===== src/rtl/ckis_pkg.sv =====
package ckis_pkg;

  localparam int KEY_W = 256;
  localparam int SEL_W = 2;

  typedef enum logic [1:0] {
    KS_FORCE = 2'd0,
    KS_READY = 2'd1,
    KS_PULSE = 2'd2,
    KS_WAIT  = 2'd3
  } ks_state_e;

  // Selector bit 0 inverts the base pattern; selector bit 1 picks
  // the byte-ramp (0) or the 16-bit-group ramp (1) base pattern.
  function automatic logic [KEY_W-1:0] key_const(input logic [SEL_W-1:0] sel);
    logic [KEY_W-1:0] v;
    v = '0;
    if (sel[1] == 1'b0) begin
      for (int b = 0; b < KEY_W/8; b++) begin
        v[KEY_W-1-8*b -: 8] = 8'((b % 16) * 17);
      end
    end else begin
      for (int h = 0; h < KEY_W/16; h++) begin
        v[KEY_W-1-16*h -: 16] = 16'((h % 16) * 16'h1111);
      end
    end
    if (sel[0]) v = ~v;
    return v;
  endfunction

endpackage


===== src/rtl/ckis_sw_track.sv =====
module ckis_sw_track #(
  parameter int SW_W        = 4,
  parameter int SYNC_STAGES = 2
) (
  input  logic            clk,
  input  logic            rst_n,
  input  logic [SW_W-1:0] sw_in,
  input  logic            accept,
  output logic [SW_W-1:0] sw_sync,
  output logic            sw_changed
);

  logic [SW_W-1:0] ref_q;
  logic [SW_W-1:0] ref_d;

  generate
    if (SYNC_STAGES < 2) begin : g_one
      logic [SW_W-1:0] stg_q;
      always_ff @(posedge clk or negedge rst_n) begin
        if (!rst_n) stg_q <= '0;
        else        stg_q <= sw_in;
      end
      assign sw_sync = stg_q;
    end else begin : g_multi
      logic [SYNC_STAGES-1:0][SW_W-1:0] stg_q;
      always_ff @(posedge clk or negedge rst_n) begin
        if (!rst_n) stg_q <= '0;
        else        stg_q <= {stg_q[SYNC_STAGES-2:0], sw_in};
      end
      assign sw_sync = stg_q[SYNC_STAGES-1];
    end
  endgenerate

  // Reference copy moves only when a reload is accepted
  always_comb begin
    ref_d = ref_q;
    if (accept) ref_d = sw_sync;
  end

  always_ff @(posedge clk or negedge rst_n) begin
    if (!rst_n) ref_q <= '0;
    else        ref_q <= ref_d;
  end

  assign sw_changed = (sw_sync != ref_q);

endmodule


===== src/rtl/ckis_key_ctrl.sv =====
module ckis_key_ctrl
  import ckis_pkg::*;
#(
  parameter int SW_W = 2*SEL_W
) (
  input  logic             clk,
  input  logic             rst_n,
  input  logic [SW_W-1:0]  sw_sync,
  input  logic             sw_changed,
  input  logic             host_busy,
  input  logic             cmd_pending,
  input  logic             key_finish,
  output logic             accept,
  output logic             key_valid,
  output logic             key_ready,
  output logic [KEY_W-1:0] cipher_key,
  output logic [KEY_W-1:0] tweak_key
);

  ks_state_e        state_q, state_d;
  logic [KEY_W-1:0] ckey_q, tkey_q;
  logic [KEY_W-1:0] ckey_d, tkey_d;
  logic             may_start;

  always_comb begin
    may_start = !host_busy && !cmd_pending;
    accept    = 1'b0;
    state_d   = state_q;
    case (state_q)
      KS_FORCE: if (may_start) begin
        accept  = 1'b1;
        state_d = KS_PULSE;
      end
      KS_READY: if (sw_changed && may_start) begin
        accept  = 1'b1;
        state_d = KS_PULSE;
      end
      KS_PULSE: state_d = KS_WAIT;
      KS_WAIT:  if (key_finish) state_d = KS_READY;
      default:  state_d = KS_FORCE;
    endcase
  end

  always_comb begin
    ckey_d = ckey_q;
    tkey_d = tkey_q;
    if (accept) begin
      ckey_d = key_const(sw_sync[SEL_W-1:0]);
      tkey_d = key_const(sw_sync[2*SEL_W-1:SEL_W]);
    end
  end

  always_ff @(posedge clk or negedge rst_n) begin
    if (!rst_n) begin
      state_q <= KS_FORCE;
      ckey_q  <= '0;
      tkey_q  <= '0;
    end else begin
      state_q <= state_d;
      ckey_q  <= ckey_d;
      tkey_q  <= tkey_d;
    end
  end

  assign key_valid  = (state_q == KS_PULSE);
  assign key_ready  = (state_q == KS_READY);
  assign cipher_key = ckey_q;
  assign tweak_key  = tkey_q;

endmodule


===== src/rtl/ckis_iv_ctrl.sv =====
module ckis_iv_ctrl #(
  parameter int ADDR_W = 48,
  parameter int IV_W   = 128
) (
  input  logic              clk,
  input  logic              rst_n,
  input  logic              host_busy,
  input  logic [ADDR_W-1:0] host_addr,
  input  logic              key_ready,
  output logic [IV_W-1:0]   iv_out,
  output logic              init_start,
  output logic              cmd_pending
);

  localparam int PAD_W = IV_W - ADDR_W;

  logic            busy_q;
  logic            pend_q, pend_d;
  logic            start_q, start_d;
  logic [IV_W-1:0] iv_q, iv_d;
  logic            busy_rise;
  logic            fire;

  always_comb begin
    busy_rise = host_busy && !busy_q;
    fire      = pend_q && key_ready;
    start_d   = fire;
    pend_d    = pend_q;
    iv_d      = iv_q;
    if (fire)      pend_d = 1'b0;
    if (busy_rise) begin
      pend_d = 1'b1;
      iv_d   = {{PAD_W{1'b0}}, host_addr};
    end
  end

  always_ff @(posedge clk or negedge rst_n) begin
    if (!rst_n) begin
      busy_q  <= 1'b0;
      pend_q  <= 1'b0;
      start_q <= 1'b0;
      iv_q    <= '0;
    end else begin
      busy_q  <= host_busy;
      pend_q  <= pend_d;
      start_q <= start_d;
      iv_q    <= iv_d;
    end
  end

  assign iv_out      = iv_q;
  assign init_start  = start_q;
  assign cmd_pending = pend_q;

endmodule


===== src/rtl/cipher_key_iv_seq.sv =====
module cipher_key_iv_seq
  import ckis_pkg::*;
#(
  parameter int ADDR_W      = 48,
  parameter int IV_W        = 128,
  parameter int SYNC_STAGES = 2
) (
  input  logic              clk,
  input  logic              rst_n,
  input  logic [3:0]        sw_in,
  input  logic              host_busy,
  input  logic [ADDR_W-1:0] host_addr,
  input  logic              key_finish,
  output logic              key_valid,
  output logic              key_ready,
  output logic [KEY_W-1:0]  cipher_key,
  output logic [KEY_W-1:0]  tweak_key,
  output logic [IV_W-1:0]   iv_out,
  output logic              init_start
);

  localparam int SW_W = 2*SEL_W;

  logic [SW_W-1:0] sw_sync;
  logic            sw_changed;
  logic            accept;
  logic            cmd_pending;

  ckis_sw_track #(
    .SW_W        (SW_W),
    .SYNC_STAGES (SYNC_STAGES)
  ) sw_track_i (
    .clk        (clk),
    .rst_n      (rst_n),
    .sw_in      (sw_in),
    .accept     (accept),
    .sw_sync    (sw_sync),
    .sw_changed (sw_changed)
  );

  ckis_key_ctrl #(
    .SW_W (SW_W)
  ) key_ctrl_i (
    .clk         (clk),
    .rst_n       (rst_n),
    .sw_sync     (sw_sync),
    .sw_changed  (sw_changed),
    .host_busy   (host_busy),
    .cmd_pending (cmd_pending),
    .key_finish  (key_finish),
    .accept      (accept),
    .key_valid   (key_valid),
    .key_ready   (key_ready),
    .cipher_key  (cipher_key),
    .tweak_key   (tweak_key)
  );

  ckis_iv_ctrl #(
    .ADDR_W (ADDR_W),
    .IV_W   (IV_W)
  ) iv_ctrl_i (
    .clk         (clk),
    .rst_n       (rst_n),
    .host_busy   (host_busy),
    .host_addr   (host_addr),
    .key_ready   (key_ready),
    .iv_out      (iv_out),
    .init_start  (init_start),
    .cmd_pending (cmd_pending)
  );

endmodule


===== config.mk =====
export PLATFORM = sky130hd
export DESIGN_NAME = cipher_key_iv_seq
export DESIGN_NICKNAME = d
export VERILOG_FILES = /design/src/rtl/ckis_pkg.sv /design/src/rtl/ckis_sw_track.sv /design/src/rtl/ckis_key_ctrl.sv /design/src/rtl/ckis_iv_ctrl.sv /design/src/rtl/cipher_key_iv_seq.sv
export SDC_FILE = /design/constraint.sdc
export NUM_CORES = 1
export LEC_CHECK = 0
export ABC_AREA = 1
export BUFFER_PORTS_ARGS = -buffer_cell sky130_fd_sc_hd__clkbuf_2
export CORE_AREA = 2 2 275 277
export CTS_CLUSTER_DIAMETER = 100
export DETAILED_ROUTE_END_ITERATION = 6
export DIE_AREA = 0 0 277 279
export GPL_ROUTABILITY_DRIVEN = 0
export HOLD_SLACK_MARGIN = 0.03
export SETUP_SLACK_MARGIN = 0.5
export SYNTH_ARGS = -nofsm -noshare
export SYNTH_HDL_FRONTEND = slang
export SYNTH_SLANG_ARGS = --single-unit

===== constraint.sdc =====
create_clock -name clk -period 4.5 [get_ports clk]
set_input_delay 0.45 -clock clk [delete_from_list [all_inputs] [get_ports clk]]
set_output_delay 0.45 -clock clk [all_outputs]
set_load 0.03 [all_outputs]

After elaboration in Yosys (flattened, before gate mapping)

Index checks and enable logic that the tools add are counted.

Bits in registers: 577
Bits of input ports: 56
Output and inout bits: 643
Word-level logic and storage cells: 44

Equality and inequality tests: 7
Muxes and demuxes: 15
Bitwise operators: 2
Reduce and logical (&&, ||, !) cells: 10

Operator list:

| cell               | count |
|---|---|
| $mux 256           | 4 |
| $not 256->256      | 2 |
| $mux 245           | 2 |
| $pmux 2 s4         | 1 |
| $mux 2             | 3 |
| $eq 2x2->1 const B | 2 |
| $logic_and 1x1->1  | 4 |
| $mux 1             | 4 |
| $ne 2x2->1 const B | 2 |
| $ne 4x4->1         | 1 |
| $logic_not 1->1    | 3 |
| $reduce_and 3->1   | 1 |
| $eq 2x1->1 const B | 1 |
| $logic_not 2->1    | 1 |
| $ne 2x1->1 const B | 1 |
| $pmux 1 s2         | 1 |
| $reduce_bool 2->1  | 1 |

Depth between registers and ports, before layout

Word-level depth: 8
Gate-level depth with buffers: 9
Mapped depth without buffers: 8

Modules after synthesis

A second synthesis with hierarchy kept.

Cell total of the unflattened synthesis: 916
Area total of the unflattened synthesis: 7,327.0 µm²

By module, submodules not included:

| module        | times used | cells an instance | area an instance (µm²) | sequential area each (µm²) |
|---|---|---|---|---|
| ckis_key_ctrl | 1          | 572               | 4,296.6                | 250.2 |
| ckis_iv_ctrl  | 1          | 297               | 2,578.7                | 1,276.2 |
| ckis_sw_track | 1          | 47                | 451.7                  | 300.3 |

Worst setup path after synthesis

Ideal clock, no wire load.

Kind: reg-to-output
Start point: reg key_ctrl_i.cipher_key[228] (netlist name)
End point: out cipher_key[100]
Data arrival time: 1.773 ns
Data required time: 4.050 ns
Path slack: 2.277 ns
Cell stages (with the launch flop): 2
Buffers on the path: 1
Path through: dfrtp_1 buf_4

RTL lines:

| what             | RTL line                | text |
|---|---|---|
| end: declaration | cipher_key_iv_seq.sv:16 | `output logic [KEY_W-1:0] cipher_key,` |

==> out/summary.txt <==
Status - complete, no violations
Via count - 4060
CP max stage delay - 1080 ps
Initial DRC Count - 83
CP max FO - 65
Cell Area, Synth - 0.007129 mm2
Critical-path cell list - clkbuf_2
Register area share after synthesis - 24.92%
Cell taking the most area after synthesis - buf_4
Syn Area/Cell - 9.105 um2
RSZ-0062 raised after global routing - no
Dpl cells - 1860
Critical path type - reg -> out
Setup tns final - 0 ps
Post-layout min period - 2315 ps
Commonest non-fill, non-tap cell in the layout - clkbuf_2
PostCTS Resize Cnt - 0
First-pass GRT wire length - 16600 um
Yosys top cell area share - 61.71%
Vias in the first global route - 2764
Max clock buf depth - 2
Layout area overhead - 6.932%
CP Launch Type - flip-flop
Overflow after GRT - 0
Root Buffer - clkbuf_16
GR Util All Layers - 2.767%
Initial antenna violation count - 1
Hold/Removal Path Class - in -> reg
Highest Clock Rate - 432.0 MHz
Row cnt - 100
Die W - 277 um
Critical path data required time - 4050 ps
Latest clock arrival within the worst-skew pair - 330 ps
Most frequent cells in the layout - 617 x clkbuf_2, 80 x conb_1, 63 x dfrtp_1
Vias per cell - 2.164
CTS tree - built
Clk_skew - 4.383 ps
DRT antenna net count - 0
Netlist cell types - 20
Worst slew pin tran - 1165 ps
Post-CTS Hold Fix Bufs - 0
Num ports - 699
Synth top area cells - buf_4 62%, dfrtp_1 25%, mux2_2 6.2%, mux2_4 1.9%, nand2_1 1.7%
Max Slew Vio Count - 0
CTS Buf Count - 9
Period utilization - 51.44%
Setup crit end kind - output pin
DRT Pass-1 Iters - 4
Ant diodes - 0
Starting Density - 9.625%
Die Height - 279 um
Max stage delay cell, worst path - dfrtp_2
Worst Path Buf+Inv - 1
Mapped Cells - 783
Largest net degree at the start of global routing - 68
Drt wl/cell - 7.213 um
Detailed-route DRC error count - 0
Final Net Count - 958
Layout cells sized above 1 - 77.40%
DP HPWL - 10920 um
Slew margin rel. - 22.31%
Largest delay contributor family on the critical path - flip-flops
CTS sink cnt - 71
Core ar. - 0.07407 mm2
Reg clk slew, reported paths - 60 ps
Fin. Hold Viols - 0
Routed wire length - 13530 um
Clock H-tree levels - 3
Port-buffer cells - 618
Max Cap Violations - 0
Yosys reg bits - 71
Ys Warns - 0
Final setup viols - 0
Non-Filler Instances - 1876
Post-CTS Setup Bufs - 0
CP arrival - 1860 ps
Die area - 0.07728 mm2
final cells by class:
| cell class | instances | area, um2 |
|---|---|---|
| timing repair buffer | 623 | 3131 |
| clock buffer | 9 | 225.2 |
| tap | 969 | 1212 |
| fill | 8509 | 66450 |
| sequential | 71 | 1787 |
| multi-input combinational | 185 | 1142 |
| inverter | 12 | 45.04 |
| clock inverter | 7 | 81.33 |
metrics by stage:
stage	setup WS [ps]	hold WS, ps	cell area, um2	util [%]
finish	2185	225.1	7624	10.29
global route	2061	216.1	7624	10.29
CTS	2146	213.1	7624	10.29
detailed placement	2483	334.7	7317	9.878
global placement	2533	333.5	7317	9.878
floorplan	2277	154.4	7426	-
state kept, by name (all words and copies together) (netlist names):
register / flops
iv_ctrl_i.busy_q: 1
key_ctrl_i.cipher_key: 3
sw_track_i.ref_q: 4
sw_track_i.g_multi.stg_q: 4
iv_ctrl_i.cmd_pending: 1
iv_ctrl_i.iv_out: 48
key_ctrl_i.state_q: 2
iv_ctrl_i.init_start: 1
sw_track_i.sw_sync: 4
key_ctrl_i.tweak_key: 3
path summary, 6_finish.rpt:
path	startpoint	to	slack, ps	depth (start not counted)
worst min register to register	sw_track_i.g_multi.stg_q[3]$_DFF_PN0_	sw_track_i.sw_sync[3]$_DFF_PN0_	350	0
min in group asynchronous	rst_n	iv_ctrl_i.iv_out[40]$_DFFE_PN0P_	250	1
worst min-delay path	sw_in[2]	sw_track_i.g_multi.stg_q[2]$_DFF_PN0_	230	1
worst max register to register	sw_track_i.ref_q[0]$_DFFE_PN0P_	sw_track_i.ref_q[2]$_DFFE_PN0P_	2510	8
worst max-delay path	key_ctrl_i.tweak_key[228]$_DFFE_PN0P_	tweak_key[146]	2190	1
max in group asynchronous	rst_n	iv_ctrl_i.iv_out[27]$_DFFE_PN0P_	3320	2
synth_stat cells:
library cell  number
a21oi_1            1
buf_2              4
buf_4            586
buf_6              4
conb_1             1
dfrtp_1           71
inv_1             11
inv_2              1
mux2_2            39
mux2_4             9
nand2_1           32
nand2_2            1
nand3_1           10
nand3_2            1
nor2_1             4
nor2_2             2
nor3_1             1
nor3_2             1
o21ai_0            1
xnor2_1            3
logic make-up after synthesis:
kind of cell / share of synthesized area (%)
other: 0.05260
AO/OA/AOI/OAI: 0.1403
AND/OR/NAND/NOR: 3.212
flip-flops: 24.92
XOR/XNOR: 0.3686
multiplexers: 8.055
buffers and inverters: 63.25
layer usage:
layer  GRT usage [%]  part of all wire, %  vias up
li1                -                    -     1974
met1           3.232                   39     1740
met5               0                    0        -
met3          0.8200                  9.8        6
met2           4.722                   50      340
met4           1.129                 0.98        0
Power is left out: the tool's default activity adds up to more than one toggle a clock period on the data nets, which glitch-free logic cannot reach.
